## config.mk

```make
export PLATFORM = sky130hd
export DESIGN_NAME = flash_prefetch_buf
export DESIGN_NICKNAME = d
export VERILOG_FILES = /design/src/rtl/fpb_pkg.sv /design/src/rtl/fpb_line_buf.sv /design/src/rtl/fpb_rd_track.sv /design/src/rtl/flash_prefetch_buf.sv
export SDC_FILE = /design/constraint.sdc
export NUM_CORES = 1
export LEC_CHECK = 0
export BUFFER_PORTS_ARGS = -buffer_cell sky130_fd_sc_hd__buf_4
export CORE_MARGIN = 2
export CORE_UTILIZATION = 35
export CTS_BUF_LIST = sky130_fd_sc_hd__clkbuf_16
export DETAILED_ROUTE_END_ITERATION = 16
export GPL_ROUTABILITY_DRIVEN = 0
export PLACE_DENSITY_LB_ADDON = 0.05
export SYNTH_ARGS = -nofsm -noshare
export SYNTH_HDL_FRONTEND = slang
export SYNTH_HIERARCHICAL = 1
export SYNTH_SLANG_ARGS = --single-unit
```

## constraint.sdc

```tcl
create_clock -name clk -period 7.8 [get_ports clk]
set_clock_uncertainty 0.2 [all_clocks]
set_input_delay 0.39 -clock clk [delete_from_list [all_inputs] [get_ports clk]]
set_output_delay 0.39 -clock clk [all_outputs]
set_load 0.01 [all_outputs]
```

## src/rtl/fpb_pkg.sv

```systemverilog
package fpb_pkg;
    localparam int WORD_W     = 32;
    localparam int LINE_WORDS = 4;

    typedef enum logic [2:0] {
        FC_NONE,
        FC_HIT_CUR,
        FC_HIT_PF,
        FC_WAIT,
        FC_MISS
    } fetch_cls_e;
endpackage

```

## src/rtl/fpb_line_buf.sv

```systemverilog
module fpb_line_buf #(
    parameter int TAG_W  = 28,
    parameter int LINE_W = 128
) (
    input  logic              clk,
    input  logic              rst_n,
    input  logic              clr_i,
    input  logic              load_i,
    input  logic [TAG_W-1:0]  tag_i,
    input  logic [LINE_W-1:0] data_i,
    input  logic [TAG_W-1:0]  cmp_tag_i,
    output logic              valid_o,
    output logic [TAG_W-1:0]  tag_o,
    output logic              hit_o,
    output logic [LINE_W-1:0] line_o
);
    typedef struct packed {
        logic              vld;
        logic [TAG_W-1:0]  tag;
        logic [LINE_W-1:0] data;
    } lb_state_t;

    lb_state_t s_d, s_q;

    always_comb begin
        s_d = s_q;
        if (clr_i) begin
            s_d.vld = 1'b0;
        end else if (load_i) begin
            s_d.vld  = 1'b1;
            s_d.tag  = tag_i;
            s_d.data = data_i;
        end
    end

    always_ff @(posedge clk or negedge rst_n) begin
        if (!rst_n) s_q <= '0;
        else        s_q <= s_d;
    end

    assign valid_o = s_q.vld;
    assign tag_o   = s_q.tag;
    assign line_o  = s_q.data;
    assign hit_o   = s_q.vld && (s_q.tag == cmp_tag_i);

    // a clear request leaves the register empty on the next cycle
    a_r9_clear_empties: assert property (@(posedge clk) disable iff (!rst_n)
        clr_i |=> !valid_o);
endmodule

```

## src/rtl/fpb_rd_track.sv

```systemverilog
module fpb_rd_track #(
    parameter int LAT   = 4,
    parameter int TAG_W = 28
) (
    input  logic             clk,
    input  logic             rst_n,
    input  logic             issue_i,
    input  logic [TAG_W-1:0] tag_i,
    input  logic             kill_i,
    input  logic             rvalid_i,
    output logic             pend_o,
    output logic [TAG_W-1:0] tag_o,
    output logic             land_o
);
    localparam int CNT_W = $clog2(LAT + 1);

    typedef struct packed {
        logic [CNT_W-1:0] cnt;
        logic [TAG_W-1:0] tag;
    } rt_state_t;

    rt_state_t s_d, s_q;

    always_comb begin
        s_d = s_q;
        if (issue_i) begin
            s_d.cnt = CNT_W'(LAT);
            s_d.tag = tag_i;
        end else if (kill_i) begin
            s_d.cnt = '0;
        end else if (s_q.cnt != '0) begin
            s_d.cnt = s_q.cnt - 1'b1;
        end
    end

    always_ff @(posedge clk or negedge rst_n) begin
        if (!rst_n) s_q <= '0;
        else        s_q <= s_d;
    end

    assign pend_o = (s_q.cnt != '0);
    assign tag_o  = s_q.tag;
    assign land_o = (s_q.cnt == CNT_W'(1)) && rvalid_i;

    // the flash must answer in the cycle the tracker expects the line
    a_r10_fixed_latency: assert property (@(posedge clk) disable iff (!rst_n)
        (s_q.cnt == CNT_W'(1)) |-> rvalid_i);
endmodule

```

## src/rtl/flash_prefetch_buf.sv

```systemverilog
module flash_prefetch_buf
    import fpb_pkg::*;
#(
    parameter int ADDR_W    = 32,
    parameter int FLASH_LAT = 4
) (
    input  logic                           clk,
    input  logic                           rst_n,
    input  logic                           flush_i,
    input  logic                           cpu_req_i,
    input  logic [ADDR_W-1:0]              cpu_addr_i,
    output logic                           cpu_ready_o,
    output logic [WORD_W-1:0]              cpu_rdata_o,
    output logic                           fl_req_o,
    output logic [ADDR_W-$clog2(WORD_W*LINE_WORDS/8)-1:0] fl_line_o,
    input  logic                           fl_rvalid_i,
    input  logic [WORD_W*LINE_WORDS-1:0]   fl_rdata_i
);
    localparam int LINE_W = WORD_W * LINE_WORDS;
    localparam int OFS_W  = $clog2(LINE_W / 8);
    localparam int SEL_W  = $clog2(LINE_WORDS);
    localparam int TAG_W  = ADDR_W - OFS_W;

    typedef struct packed {
        fetch_cls_e       cls;
        logic             ready;
        logic             dm_issue;
        logic             pf_issue;
        logic [TAG_W-1:0] pf_tgt;
        logic             cur_clr;
        logic             cur_load;
        logic             cur_src_pf;
        logic             pf_clr;
        logic             pf_load;
        logic             kill_pf;
        logic             kill_dm;
    } ctl_t;

    ctl_t c;

    logic [TAG_W-1:0]  req_tag;
    logic [SEL_W-1:0]  req_sel;
    logic              cur_vld, cur_hit, pf_vld, pf_hit;
    logic [TAG_W-1:0]  cur_tag, pf_tag;
    logic [LINE_W-1:0] cur_line, pf_line, sel_line;
    logic              pf_pend, dm_pend, pf_land, dm_land;
    logic [TAG_W-1:0]  pf_trk_tag, dm_trk_tag;
    logic              in_flight;
    logic [WORD_W-1:0] words [LINE_WORDS];

    assign req_tag = cpu_addr_i[ADDR_W-1:OFS_W];
    assign req_sel = SEL_W'(cpu_addr_i[OFS_W-1:0] >> 2);

    fpb_line_buf #(.TAG_W(TAG_W), .LINE_W(LINE_W)) u_cur (
        .clk       (clk),
        .rst_n     (rst_n),
        .clr_i     (c.cur_clr),
        .load_i    (c.cur_load),
        .tag_i     (c.cur_src_pf ? pf_tag : dm_trk_tag),
        .data_i    (c.cur_src_pf ? pf_line : fl_rdata_i),
        .cmp_tag_i (req_tag),
        .valid_o   (cur_vld),
        .tag_o     (cur_tag),
        .hit_o     (cur_hit),
        .line_o    (cur_line)
    );

    fpb_line_buf #(.TAG_W(TAG_W), .LINE_W(LINE_W)) u_pf (
        .clk       (clk),
        .rst_n     (rst_n),
        .clr_i     (c.pf_clr),
        .load_i    (c.pf_load),
        .tag_i     (pf_trk_tag),
        .data_i    (fl_rdata_i),
        .cmp_tag_i (req_tag),
        .valid_o   (pf_vld),
        .tag_o     (pf_tag),
        .hit_o     (pf_hit),
        .line_o    (pf_line)
    );

    fpb_rd_track #(.LAT(FLASH_LAT), .TAG_W(TAG_W)) u_dm_trk (
        .clk      (clk),
        .rst_n    (rst_n),
        .issue_i  (c.dm_issue),
        .tag_i    (req_tag),
        .kill_i   (c.kill_dm),
        .rvalid_i (fl_rvalid_i),
        .pend_o   (dm_pend),
        .tag_o    (dm_trk_tag),
        .land_o   (dm_land)
    );

    fpb_rd_track #(.LAT(FLASH_LAT), .TAG_W(TAG_W)) u_pf_trk (
        .clk      (clk),
        .rst_n    (rst_n),
        .issue_i  (c.pf_issue),
        .tag_i    (c.pf_tgt),
        .kill_i   (c.kill_pf),
        .rvalid_i (fl_rvalid_i),
        .pend_o   (pf_pend),
        .tag_o    (pf_trk_tag),
        .land_o   (pf_land)
    );

    assign in_flight = (pf_pend && (req_tag == pf_trk_tag)) ||
                       (dm_pend && (req_tag == dm_trk_tag));

    always_comb begin
        c        = '0;
        c.cls    = FC_NONE;
        c.pf_tgt = cur_tag + TAG_W'(1);
        if (flush_i) begin
            c.cur_clr = 1'b1;
            c.pf_clr  = 1'b1;
            c.kill_pf = 1'b1;
            c.kill_dm = 1'b1;
        end else begin
            if (cpu_req_i) begin
                if (cur_hit)        c.cls = FC_HIT_CUR;
                else if (pf_hit)    c.cls = FC_HIT_PF;
                else if (in_flight) c.cls = FC_WAIT;
                else                c.cls = FC_MISS;
            end
            c.ready = (c.cls == FC_HIT_CUR) || (c.cls == FC_HIT_PF);
            if (c.cls == FC_MISS) begin
                c.dm_issue = 1'b1;
                c.cur_clr  = 1'b1;
                c.pf_clr   = 1'b1;
                c.kill_pf  = 1'b1;
            end else begin
                if (c.cls == FC_HIT_PF) begin
                    c.cur_load   = 1'b1;
                    c.cur_src_pf = 1'b1;
                    c.pf_clr     = 1'b1;
                    c.pf_issue   = 1'b1;
                    c.pf_tgt     = pf_tag + TAG_W'(1);
                end else begin
                    if (cur_vld && !pf_vld && !pf_pend && !dm_pend)
                        c.pf_issue = 1'b1;
                    if (dm_land)
                        c.cur_load = 1'b1;
                end
                if (pf_land)
                    c.pf_load = 1'b1;
            end
        end
    end

    assign sel_line = cur_hit ? cur_line : pf_line;

    for (genvar g = 0; g < LINE_WORDS; g++) begin : g_word
        assign words[g] = sel_line[g*WORD_W +: WORD_W];
    end

    assign cpu_ready_o = c.ready;
    assign cpu_rdata_o = words[req_sel];
    assign fl_req_o    = c.dm_issue || c.pf_issue;
    assign fl_line_o   = c.dm_issue ? req_tag : c.pf_tgt;

    // nothing survives a flush, so the following cycle cannot complete a fetch
    a_r9_flush_no_hit: assert property (@(posedge clk) disable iff (!rst_n)
        flush_i |=> !cpu_ready_o);

    // a demand read keeps the processor stalled through the next cycle
    a_r4_miss_holds: assert property (@(posedge clk) disable iff (!rst_n)
        (fl_req_o && cpu_req_i && !cpu_ready_o) |=> !cpu_ready_o);

    // consuming the prefetched line requests the following line in the same cycle
    a_r6_chain_prefetch: assert property (@(posedge clk) disable iff (!rst_n)
        (cpu_req_i && cpu_ready_o && !cur_hit) |->
        (fl_req_o && (fl_line_o == req_tag + TAG_W'(1))));

    // waiting on a line already in flight issues no duplicate read
    a_r7_no_duplicate: assert property (@(posedge clk) disable iff (!rst_n)
        (cpu_req_i && !flush_i && !cur_hit && pf_pend && (req_tag == pf_trk_tag))
        |-> !fl_req_o);

    // ready only ever answers a request
    a_r3_ready_has_req: assert property (@(posedge clk) disable iff (!rst_n)
        cpu_ready_o |-> cpu_req_i);
endmodule

```

==> reports/results.ini <==
[floorplan]
die-area_um2=64500
initial_utilization_pct=35.4
io-pin-count=227
floorplan.die.width_um=254
total_number_of_placement_rows=91
floorplan.die.height_um=254
placeableCoreArea_um2=61700

[finish]
fraction_of_final_layout_cells_sized_beyond_drive_strength_1_pct=36.9
relative_area_change_from_synthesis_to_final_layout_pct=21.3
num-nets-final=2360
layout_common_cells=498 x sky130_fd_sc_hd__nand2_1, 399 x sky130_fd_sc_hd__mux2_2, 376 x sky130_fd_sc_hd__dfrtp_1, 233 x sky130_fd_sc_hd__buf_4, 158 x sky130_fd_sc_hd__dlygate4sd3_1
final_util_pct=43.0
finalNonFillerCells=3063
layout_commonest_cell=sky130_fd_sc_hd__nand2_1
stdcell_area_um2=26500

[place]
postPlaceCellArea_um2=23400
number_of_buffer_cells_added_on_primary_ports=224
dpl.hpwl_um=39500
dpl.cell_count=2815

[global_route]
grt_pass1_vias=15500
grtUsageTotal_pct=19.5
grt_pass1_wl_um=96000
grt-ovfl-total=0
grt_antenna_before_repair=1
grt_max_degree=168

[clock_network]
clock_tree_from_tritoncts=done
cts_htree_levels=2
clkSlewWorstSetupHoldPaths_ns=0.06
clk_root_buffer_cell=sky130_fd_sc_hd__clkbuf_16
cts_repair_resize_count=0
cts_inserted_buffers=49
clk-insertion-delay-late_ns=0.59
cts_setup_buffers=0
postCtsHoldBufs=158
cts.sinks=376
cts-root-to-sink-buffers=3

[power]
post-layout-total-power_mw=5.55
clock_power_share_pct=39.0
net-switching-power_mw=1.51
power.switching_fraction_pct=27.2
power.static_leakage_nw=12.6
internal-power_mw=4.04
power.combinational.fraction_pct=17.3
power.ir.vdd_worst_uv=142
power.density_cell_area_nw_per_um2=209
share_seq_of_total_power_pct=43.7

[timing]
setup-tns-final_ns=0
final-max-slew-violation-count=0
finalCriticalPeriod_ns=5.56
maxSlewHeadroom_pct=31.4
report.final.hold_viol_count=0
maxClockFrequency_mhz=180
grt_setup_unrepaired=no
timing.final.crit_share_pct=71.3
worst-slew-pin-transition_ns=1.03
setup-violations-final=0

[synth]
ys.warnings.count=6
synth.net_count=2076
synth-edff-count=0
synth-async-reset-ratio_pct=100
synth_flop_cell=sky130_fd_sc_hd__dfrtp_1
avgSynthCellArea_um2=11.5
synth_cell_type_count=48
synth-seq-cells=376
synth_area_um2=21900
cells_after_synthesis=1903
synth_seq_area_share_pct=43.1

[job]
cap_violations=0

[setup_path]
cp-start-kind=flip-flop
worst_setup_path_end_kind=output port
timing.setup.critical_path_class=flip-flop to output port
required_ns=7.21
timing.critical_path.fanout_max=112
arrival_ns=4.97

[detailed_routing]
detail_route.first_pass.iterations=5
wl_per_cell_um=20.5
total_routed_length_um=62900
viasPerCell=4.87
drt_iter0_markers=754
drcViolationCount=0
vias_after_detailed_routing=14900
postRouteAntennaNets=0

[status]
status=completed

[min_path]
hold_path_class=input port to flip-flop

==> layout make-up <==
type	instances	area [µm²]
antenna	1	2.50
clock buffer	51	1280
clock inverter	38	246
fill	5896	35200
inverter	11	41.3
multi-input combinational	1352	11000
sequential	376	9410
tap	837	1050
timing repair buffer	397	3450
==> metal layers <==
layer | global-route usage [%] | up-vias | part of all wire [%]
li1 | - | 7067 | -
met1 | 26.7 | 7558 | 46
met2 | 32.5 | 234 | 48
met3 | 2.69 | 68 | 3.6
met4 | 4.96 | 0 | 1.9
met5 | 0 | - | 0
==> worst max-delay path, cell delays in order, from the launching register on <==
cell and delay [ns]:
sky130_fd_sc_hd__dfrtp_1 0.51, sky130_fd_sc_hd__xor2_1 0.20, sky130_fd_sc_hd__nor4_1 0.47, sky130_fd_sc_hd__nand4_1 0.24
sky130_fd_sc_hd__nor4_2 0.62, sky130_fd_sc_hd__and2_4 0.84, sky130_fd_sc_hd__buf_12 0.54, sky130_fd_sc_hd__mux2i_1 0.53
sky130_fd_sc_hd__mux2_2 0.26, sky130_fd_sc_hd__buf_4 0.12
==> worst paths after layout <==
path,start,end,slack [ns],depth (start not counted)
setup / recovery,u_pf/tag_o[13],fl_line_o[27],2.24,9
hold / removal,cpu_req_i,u_cur/valid_o,0.13,5
setup reg to reg,u_cur/tag_o[7],u_cur/line_o[119],2.76,12
hold reg to reg,u_cur/line_o[62],u_cur/line_o[62],0.30,1
max in group asynchronous,rst_n,u_dm_trk/tag_o[19],5.63,3
min in group asynchronous,rst_n,u_pf/line_o[10],0.22,2
==> power by group through the flow <==
stage,clock network [mW],logic [mW],registers (mW)
finish,2.16,0.961,2.43
global route,2.33,1.05,2.47
CTS,2.25,0.980,2.43
detailed placement,0,0.905,2.46
global placement,0,0.891,2.45
floorplan,0,0.631,2.38
==> stage by stage <==
step,worst slack (ns),hold WS [ns]
2_1_floorplan,4.19,-0.106
3_3_place_gp,2.62,0.284
3_5_place_dp,2.56,0.291
4_1_cts,2.08,0.0835
5_1_grt,2.02,0.134
6_report,2.24,0.130
==> cells by family after synthesis <==
logic type / synth area share, %
flip-flops: 43.1
XOR/XNOR: 6.61
adder cells (fa/ha/maj): 0.458
buffers and inverters: 6.55
AND/OR/NAND/NOR: 12.8
AO/OA/AOI/OAI: 0.739
multiplexers: 29.7
==> registers in the layout (all words and copies together) (netlist names), 3 cells and up <==
name	cells
u_pf/tag_o	28
u_pf_trk/s_q	3
u_dm_trk/s_q	3
u_cur/line_o	128
u_pf/line_o	128
u_pf_trk/tag_o	28
u_cur/tag_o	28
u_dm_trk/tag_o	28
==> synthesized netlist by cell type (2+ instances only) <==
cell	number	area, µm²
sky130_fd_sc_hd__mux2i_1	13	130
sky130_fd_sc_hd__dfrtp_1	376	9410
sky130_fd_sc_hd__nor2_2	2	12.5
sky130_fd_sc_hd__nor4b_1	2	17.5
sky130_fd_sc_hd__xnor2_1	85	744
sky130_fd_sc_hd__buf_12	32	641
sky130_fd_sc_hd__ha_1	8	100
sky130_fd_sc_hd__buf_6	2	22.5
sky130_fd_sc_hd__or2_2	2	12.5
sky130_fd_sc_hd__nor4_1	20	125
sky130_fd_sc_hd__nand3_1	19	95.1
sky130_fd_sc_hd__and3_1	8	50.1
sky130_fd_sc_hd__clkbuf_1	44	165
sky130_fd_sc_hd__mux2_2	399	4490
sky130_fd_sc_hd__mux2_4	29	435
sky130_fd_sc_hd__nor2b_4	2	27.5
sky130_fd_sc_hd__nand4_1	27	169
sky130_fd_sc_hd__buf_2	14	70.1
sky130_fd_sc_hd__or3_1	2	12.5
sky130_fd_sc_hd__inv_1	11	41.3
sky130_fd_sc_hd__a21oi_1	4	20.0
sky130_fd_sc_hd__nor4_2	2	25.0
sky130_fd_sc_hd__nand2b_4	2	27.5
sky130_fd_sc_hd__nor2_1	19	71.3
sky130_fd_sc_hd__buf_4	59	443
sky130_fd_sc_hd__or4_1	2	15.0
sky130_fd_sc_hd__buf_1	13	48.8
sky130_fd_sc_hd__nand2_1	499	1870
sky130_fd_sc_hd__xor2_1	80	701
sky130_fd_sc_hd__o21ai_0	11	55.1
sky130_fd_sc_hd__nor3b_1	3	22.5
sky130_fd_sc_hd__and2_1	3	18.8
sky130_fd_sc_hd__and4_1	8	70.1
sky130_fd_sc_hd__mux4_2	64	1440
sky130_fd_sc_hd__a2111oi_2	2	30.0
sky130_fd_sc_hd__nor3_1	23	115
Power figures use the tool's default switching activity.
